### src/rtl/muldiv_pkg.sv
package muldiv_pkg;

  localparam logic [6:0] GROUP_F7 = 7'b0000001;

  // strobes from control to datapath
  typedef struct packed {
    logic loadDiv;
    logic stepDiv;
    logic finDiv;
    logic mulFire;
    logic illFire;
  } mdStrobe_t;

endpackage

### src/rtl/muldiv_ctrl.sv
module muldiv_ctrl
  import muldiv_pkg::*;
#(
  parameter int W = 32
) (
  input  logic       clk,
  input  logic       rstN,
  input  logic       reqValid,
  input  logic [6:0] funct7,
  input  logic [2:0] funct3,
  output logic       busy,
  output mdStrobe_t  strobe
);
  localparam int CW = (W > 1) ? $clog2(W) : 1;

  typedef enum logic [1:0] {S_IDLE, S_RUN, S_FIN} state_t;
  state_t state;
  logic [CW-1:0] stepCnt;
  logic accept, legal;

  assign accept = reqValid && (state == S_IDLE);
  assign legal  = (funct7 == GROUP_F7);

  always_comb begin
    strobe         = '0;
    strobe.loadDiv = accept && legal && funct3[2];
    strobe.mulFire = accept && legal && !funct3[2];
    strobe.illFire = accept && !legal;
    strobe.stepDiv = (state == S_RUN);
    strobe.finDiv  = (state == S_FIN);
  end

  assign busy = (state != S_IDLE);

  always_ff @(posedge clk) begin
    if (!rstN) begin
      state   <= S_IDLE;
      stepCnt <= '0;
    end else begin
      case (state)
        S_IDLE: if (strobe.loadDiv) begin
          state   <= S_RUN;
          stepCnt <= '0;
        end
        S_RUN: begin
          stepCnt <= stepCnt + 1'b1;
          if (stepCnt == CW'(W - 1)) state <= S_FIN;
        end
        default: state <= S_IDLE;
      endcase
    end
  end
endmodule

### src/rtl/muldiv_dp.sv
module muldiv_dp
  import muldiv_pkg::*;
#(
  parameter int W = 32
) (
  input  logic         clk,
  input  logic         rstN,
  input  mdStrobe_t    strobe,
  input  logic [2:0]   funct3,
  input  logic [W-1:0] opA,
  input  logic [W-1:0] opB,
  output logic         done,
  output logic         illegal,
  output logic [W-1:0] result
);
  // multiplier: operands widened by one bit to cover all signedness pairs
  logic signed [W:0]     mulA, mulB;
  logic signed [2*W+1:0] product;
  logic [W-1:0]          mulRes;

  assign mulA    = {(funct3[1:0] != 2'b11) & opA[W-1], opA};
  assign mulB    = {(funct3[1:0] == 2'b01) & opB[W-1], opB};
  assign product = mulA * mulB;
  assign mulRes  = (funct3[1:0] == 2'b00) ? product[W-1:0] : product[2*W-1:W];

  // divider state
  logic [W-1:0] remReg, quoReg, dvsReg, dividend;
  logic         negQ, negR, divZero, wantRem;
  logic         isSigned;
  logic [W-1:0] magA, magB;
  logic [W:0]   shifted, trial;
  logic [W-1:0] quoFinal, remFinal;

  assign isSigned = !funct3[0];
  assign magA = (isSigned && opA[W-1]) ? (~opA + 1'b1) : opA;
  assign magB = (isSigned && opB[W-1]) ? (~opB + 1'b1) : opB;

  assign shifted = {remReg, quoReg[W-1]};
  assign trial   = shifted - {1'b0, dvsReg};

  always_comb begin
    quoFinal = negQ ? (~quoReg + 1'b1) : quoReg;
    remFinal = negR ? (~remReg + 1'b1) : remReg;
    if (divZero) begin
      quoFinal = '1;
      remFinal = dividend;
    end
  end

  always_ff @(posedge clk) begin
    if (!rstN) begin
      remReg   <= '0;
      quoReg   <= '0;
      dvsReg   <= '0;
      dividend <= '0;
      negQ     <= 1'b0;
      negR     <= 1'b0;
      divZero  <= 1'b0;
      wantRem  <= 1'b0;
    end else if (strobe.loadDiv) begin
      remReg   <= '0;
      quoReg   <= magA;
      dvsReg   <= magB;
      dividend <= opA;
      negQ     <= isSigned && (opA[W-1] ^ opB[W-1]);
      negR     <= isSigned && opA[W-1];
      divZero  <= (opB == '0);
      wantRem  <= funct3[1];
    end else if (strobe.stepDiv) begin
      if (!trial[W]) begin
        remReg <= trial[W-1:0];
        quoReg <= {quoReg[W-2:0], 1'b1};
      end else begin
        remReg <= shifted[W-1:0];
        quoReg <= {quoReg[W-2:0], 1'b0};
      end
    end
  end

  always_ff @(posedge clk) begin
    if (!rstN) begin
      done    <= 1'b0;
      illegal <= 1'b0;
      result  <= '0;
    end else begin
      done    <= strobe.mulFire || strobe.illFire || strobe.finDiv;
      illegal <= strobe.illFire;
      if (strobe.mulFire)      result <= mulRes;
      else if (strobe.illFire) result <= '0;
      else if (strobe.finDiv)  result <= wantRem ? remFinal : quoFinal;
    end
  end
endmodule

### src/rtl/muldiv_unit.sv
module muldiv_unit
  import muldiv_pkg::*;
#(
  parameter int W = 32
) (
  input  logic         clk,
  input  logic         rstN,
  input  logic         reqValid,
  input  logic [6:0]   funct7,
  input  logic [2:0]   funct3,
  input  logic [W-1:0] opA,
  input  logic [W-1:0] opB,
  output logic         busy,
  output logic         done,
  output logic         illegal,
  output logic [W-1:0] result
);
  mdStrobe_t strobe;

  muldiv_ctrl #(.W(W)) ctrl_i (
    .clk(clk), .rstN(rstN), .reqValid(reqValid),
    .funct7(funct7), .funct3(funct3),
    .busy(busy), .strobe(strobe)
  );

  muldiv_dp #(.W(W)) dp_i (
    .clk(clk), .rstN(rstN), .strobe(strobe), .funct3(funct3),
    .opA(opA), .opB(opB),
    .done(done), .illegal(illegal), .result(result)
  );
endmodule

### config.mk
export PLATFORM = sky130hd
export DESIGN_NAME = muldiv_unit
export DESIGN_NICKNAME = d
export VERILOG_FILES = /design/src/rtl/muldiv_pkg.sv /design/src/rtl/muldiv_ctrl.sv /design/src/rtl/muldiv_dp.sv /design/src/rtl/muldiv_unit.sv
export SDC_FILE = /design/constraint.sdc
export NUM_CORES = 2
export LEC_CHECK = 0
export ABC_CLOCK_PERIOD_IN_PS = 10000
export BUFFER_PORTS_ARGS = -buffer_cell sky130_fd_sc_hd__buf_2
export CAP_MARGIN = 0
export CELL_PAD_IN_SITES_DETAIL_PLACEMENT = 1
export CELL_PAD_IN_SITES_GLOBAL_PLACEMENT = 2
export CORE_ASPECT_RATIO = 0.8
export CORE_MARGIN = 5
export CORE_UTILIZATION = 25
export CTS_CLUSTER_DIAMETER = 60
export CTS_CLUSTER_SIZE = 40
export DETAILED_ROUTE_END_ITERATION = 7
export GPL_ROUTABILITY_DRIVEN = 0
export PLACE_DENSITY = 0.67
export REMOVE_ABC_BUFFERS = 1
export SLEW_MARGIN = 30
export SYNTH_ARGS = -nofsm -noshare
export SYNTH_HDL_FRONTEND = slang
export SYNTH_SLANG_ARGS = --single-unit
### constraint.sdc
create_clock -name clk -period 10 [get_ports clk]
set_input_delay 2 -clock clk [delete_from_list [all_inputs] [get_ports clk]]
set_output_delay 2 -clock clk [all_outputs]
set_load 0.02 [all_outputs]
==> results.sh <==
export IMPL_wl_per_cell_um=21.9
export IMPL_syn_to_final_growth_pct=10.7
export IMPL_avgSynthCellArea_um2=8.45
export IMPL_hold_violations=0
export IMPL_synth_area_um2=50200
export IMPL_crit_path_end_kind="flop"
export IMPL_drc=0
export IMPL_slew_headroom=0.279
export IMPL_fin_area_um2=55600
export IMPL_min_from="dp_i.dvsReg[30]"
export IMPL_die_h_um=411
export IMPL_finClkSkew_ns=0.0160
export IMPL_num_vias=40100
export IMPL_routed_wirelength_um=190000
export IMPL_port_buffers=111
export IMPL_clk_pin_slew_ns=0.08
export IMPL_core_area_um2=200000
export IMPL_yosysSeqAreaShare=0.0690
export IMPL_h_tree_depth=4
export IMPL_place_area_um2=54900
export IMPL_drive_gt1_frac=0.0806
export IMPL_cts_sinks=173
export IMPL_start_util=0.251
export IMPL_reg2reg_from="dp_i.quoReg[31]"
export IMPL_slowest_delay_ns=0.61
export IMPL_path_delay_family="adder cells"
export IMPL_crit_cells=28
export IMPL_grtUsageTotal=0.182
export IMPL_clock_latency_ns=0.47
export IMPL_num_fill_cells=23900
export IMPL_place_hpwl_um=162000
export IMPL_synthFlopType="dfxtp_1"
export IMPL_clockBufferDepth=2
export IMPL_cts_root_buf="clkbuf_16"
export IMPL_cts_tree="yes"
export IMPL_drtIter0Drc=2374
export IMPL_ys_ff_latch=173
export IMPL_status="finished clean"
export IMPL_drv_slew=0
export IMPL_min_path_type="flop to flop"
export IMPL_ioPinCount=112
export IMPL_ant_nets=0
export IMPL_antenna_found_initial=12
export IMPL_worstPathArrival_ns=9.91
export IMPL_crit_buf_inv=8
export IMPL_synth_cell_type_count=85
export IMPL_cap_viol_max_count=0
export IMPL_timing_setup_critical_path_class="input port to flop"
export IMPL_setup_worst_path_start="opA[31]"
export IMPL_tns_ns=0
export IMPL_fmax_mhz=105
export IMPL_cpMostUsedCell="fa_1"
export IMPL_dp_cells=8627
export IMPL_first_global_vias=45200
export IMPL_cts_inserted_buffers=17
export IMPL_rows=147
export IMPL_reg2reg_depth=14
export IMPL_postSynthCellCount=5939
export IMPL_nNetsFinal=7419
export IMPL_ys_async_sr_fraction=0
export IMPL_viasPerCell=4.63
export IMPL_crit_path_top_delay_cell="fa_1"
export IMPL_synth_edf_count=0
export IMPL_grt_first_pass_wirelength_um=294000
export IMPL_rsz0062_at_grt="no"
export IMPL_finalSetupViolCount=0
export IMPL_grt_overflow_total=0
export IMPL_period_share=0.952
export IMPL_period_minus_slack_ns=9.52
export IMPL_first_pass_iters=5
export IMPL_grt_start_max_net_pins=77
export IMPL_final_cell_count_no_fill=8661
export IMPL_yosys_warnings=0
export IMPL_holdPathStages=2
export IMPL_required_ns=10.38
export IMPL_start_kind="input port"
export IMPL_worstMarginPinSlew_ns=1.08
export IMPL_die_area_um2=210000
export IMPL_crit_fanout=10
export IMPL_die_x_um=511
[routing by layer]
metal	track usage	wire, um	up-vias
li1	-	-	17900
met1	0.272	94600	21300
met2	0.285	82800	835
met3	0.0276	9850	76
met4	0.0257	2810	2
met5	0	19	-
[logic make-up (layout without fill, tap and decap cells)]
| logic type | count (synthesis) | in the layout | synth area share |
|---|---|---|---|
| compound gates | 751 | 751 | 0.0952 |
| xor+xnor | 200 | 200 | 0.0351 |
| fa+ha+maj | 1377 | 1377 | 0.512 |
| buf+inv | 1633 | 1672 | 0.123 |
| flops | 173 | 173 | 0.0690 |
| mux | 35 | 35 | 0.00711 |
| other cells | 0 | 1 | 0 |
| simple gates | 1770 | 1770 | 0.159 |
[cell usage after synthesis (all sizes together), types with 46 or more instances]
cell,n,share of area
clkbuf,323,0.024
inv,1251,0.094
a211oi,46,0.0070
buf,58,0.0047
fa,1126,0.45
ha,251,0.063
xor2,93,0.016
xnor2,107,0.019
nand2,1014,0.076
a21oi,241,0.024
and2,293,0.037
nor3,49,0.0050
a21o,53,0.0079
nand3,46,0.0047
nor2,211,0.016
o21ai,172,0.017
dfxtp,173,0.069
[sequential cells by signal, indices dropped and copies added (netlist names)]
| register | cells |
|---|---|
| ctrl_i.state | 2 |
| ctrl_i.stepCnt | 5 |
| dp_i.divZero | 1 |
| dp_i.dividend | 32 |
| dp_i.done | 1 |
| dp_i.dvsReg | 32 |
| dp_i.illegal | 1 |
| dp_i.negQ | 1 |
| dp_i.negR | 1 |
| dp_i.quoReg | 32 |
| dp_i.remReg | 32 |
| dp_i.result | 32 |
| dp_i.wantRem | 1 |
[cell type report]
type / instances / area [um^2] / share of cell area
antenna: 1 / 2.50 / 0.0000450
clock buffer: 18 / 439 / 0.00790
clock inverter: 14 / 200 / 0.00360
inverter: 1252 / 4700 / 0.0847
multi-input combinational: 4133 / 40600 / 0.731
sequential: 173 / 3460 / 0.0623
tap: 2682 / 3360 / 0.0604
timing repair buffer: 388 / 2760 / 0.0497
[final timing paths]
path,slack (ns),to
min,0.46,dp_i.dvsReg[30]
max,0.48,dp_i.result[28]
max reg2reg,5.88,dp_i.remReg[10]
min reg2reg,0.46,dp_i.dvsReg[30]
[through the flow]
stage / setup WS, ns / hold slack (ns) / util
final: 0.476 / 0.456 / 0.278
after floorplan: -0.794 / 0.423 / -
after CTS: 0.335 / 0.457 / 0.278
after global routing: 0.0249 / 0.471 / 0.278
after global placement: -0.0802 / 0.438 / 0.274
after detailed placement: -0.147 / 0.445 / 0.274
[what timing repair did]
item                                    CTS  global route
setup buffers                             0             1
gates resized for setup                   0             1
endpoints found under the hold margin     0             0
endpoints found under the setup margin    0             1
hold buffers                              0             0
[worst reg2reg max path: stages, from the launching register on]
cell and delay (ns):
dfxtp_1 0.32, inv_1 0.10, ha_1 0.26, fa_1 0.43, nor2b_1 0.17, o31a_1 0.20, o31ai_1 0.13, a211o_1 0.39
a211oi_2 0.37, nor3_1 0.16, o211ai_2 0.43, xor2_4 0.16, buf_4 0.46, mux2i_1 0.30, a21oi_1 0.09
[cell usage in the layout, fill, tap and decap left out, drive strengths merged, types with 46 or more instances in the layout]
master,Yosys,final
nand2,1014,1014
nor2,211,211
a211oi,46,46
buf,58,388
nand3,46,46
and2,293,293
a21o,53,53
dfxtp,173,173
ha,251,251
fa,1126,1126
a21oi,241,241
xor2,93,93
o21ai,172,172
nor3,49,49
xnor2,107,107
inv,1251,1257
Power is left out: the tool's default activity adds up to more than one toggle a clock period on the data nets, which glitch-free logic cannot reach.
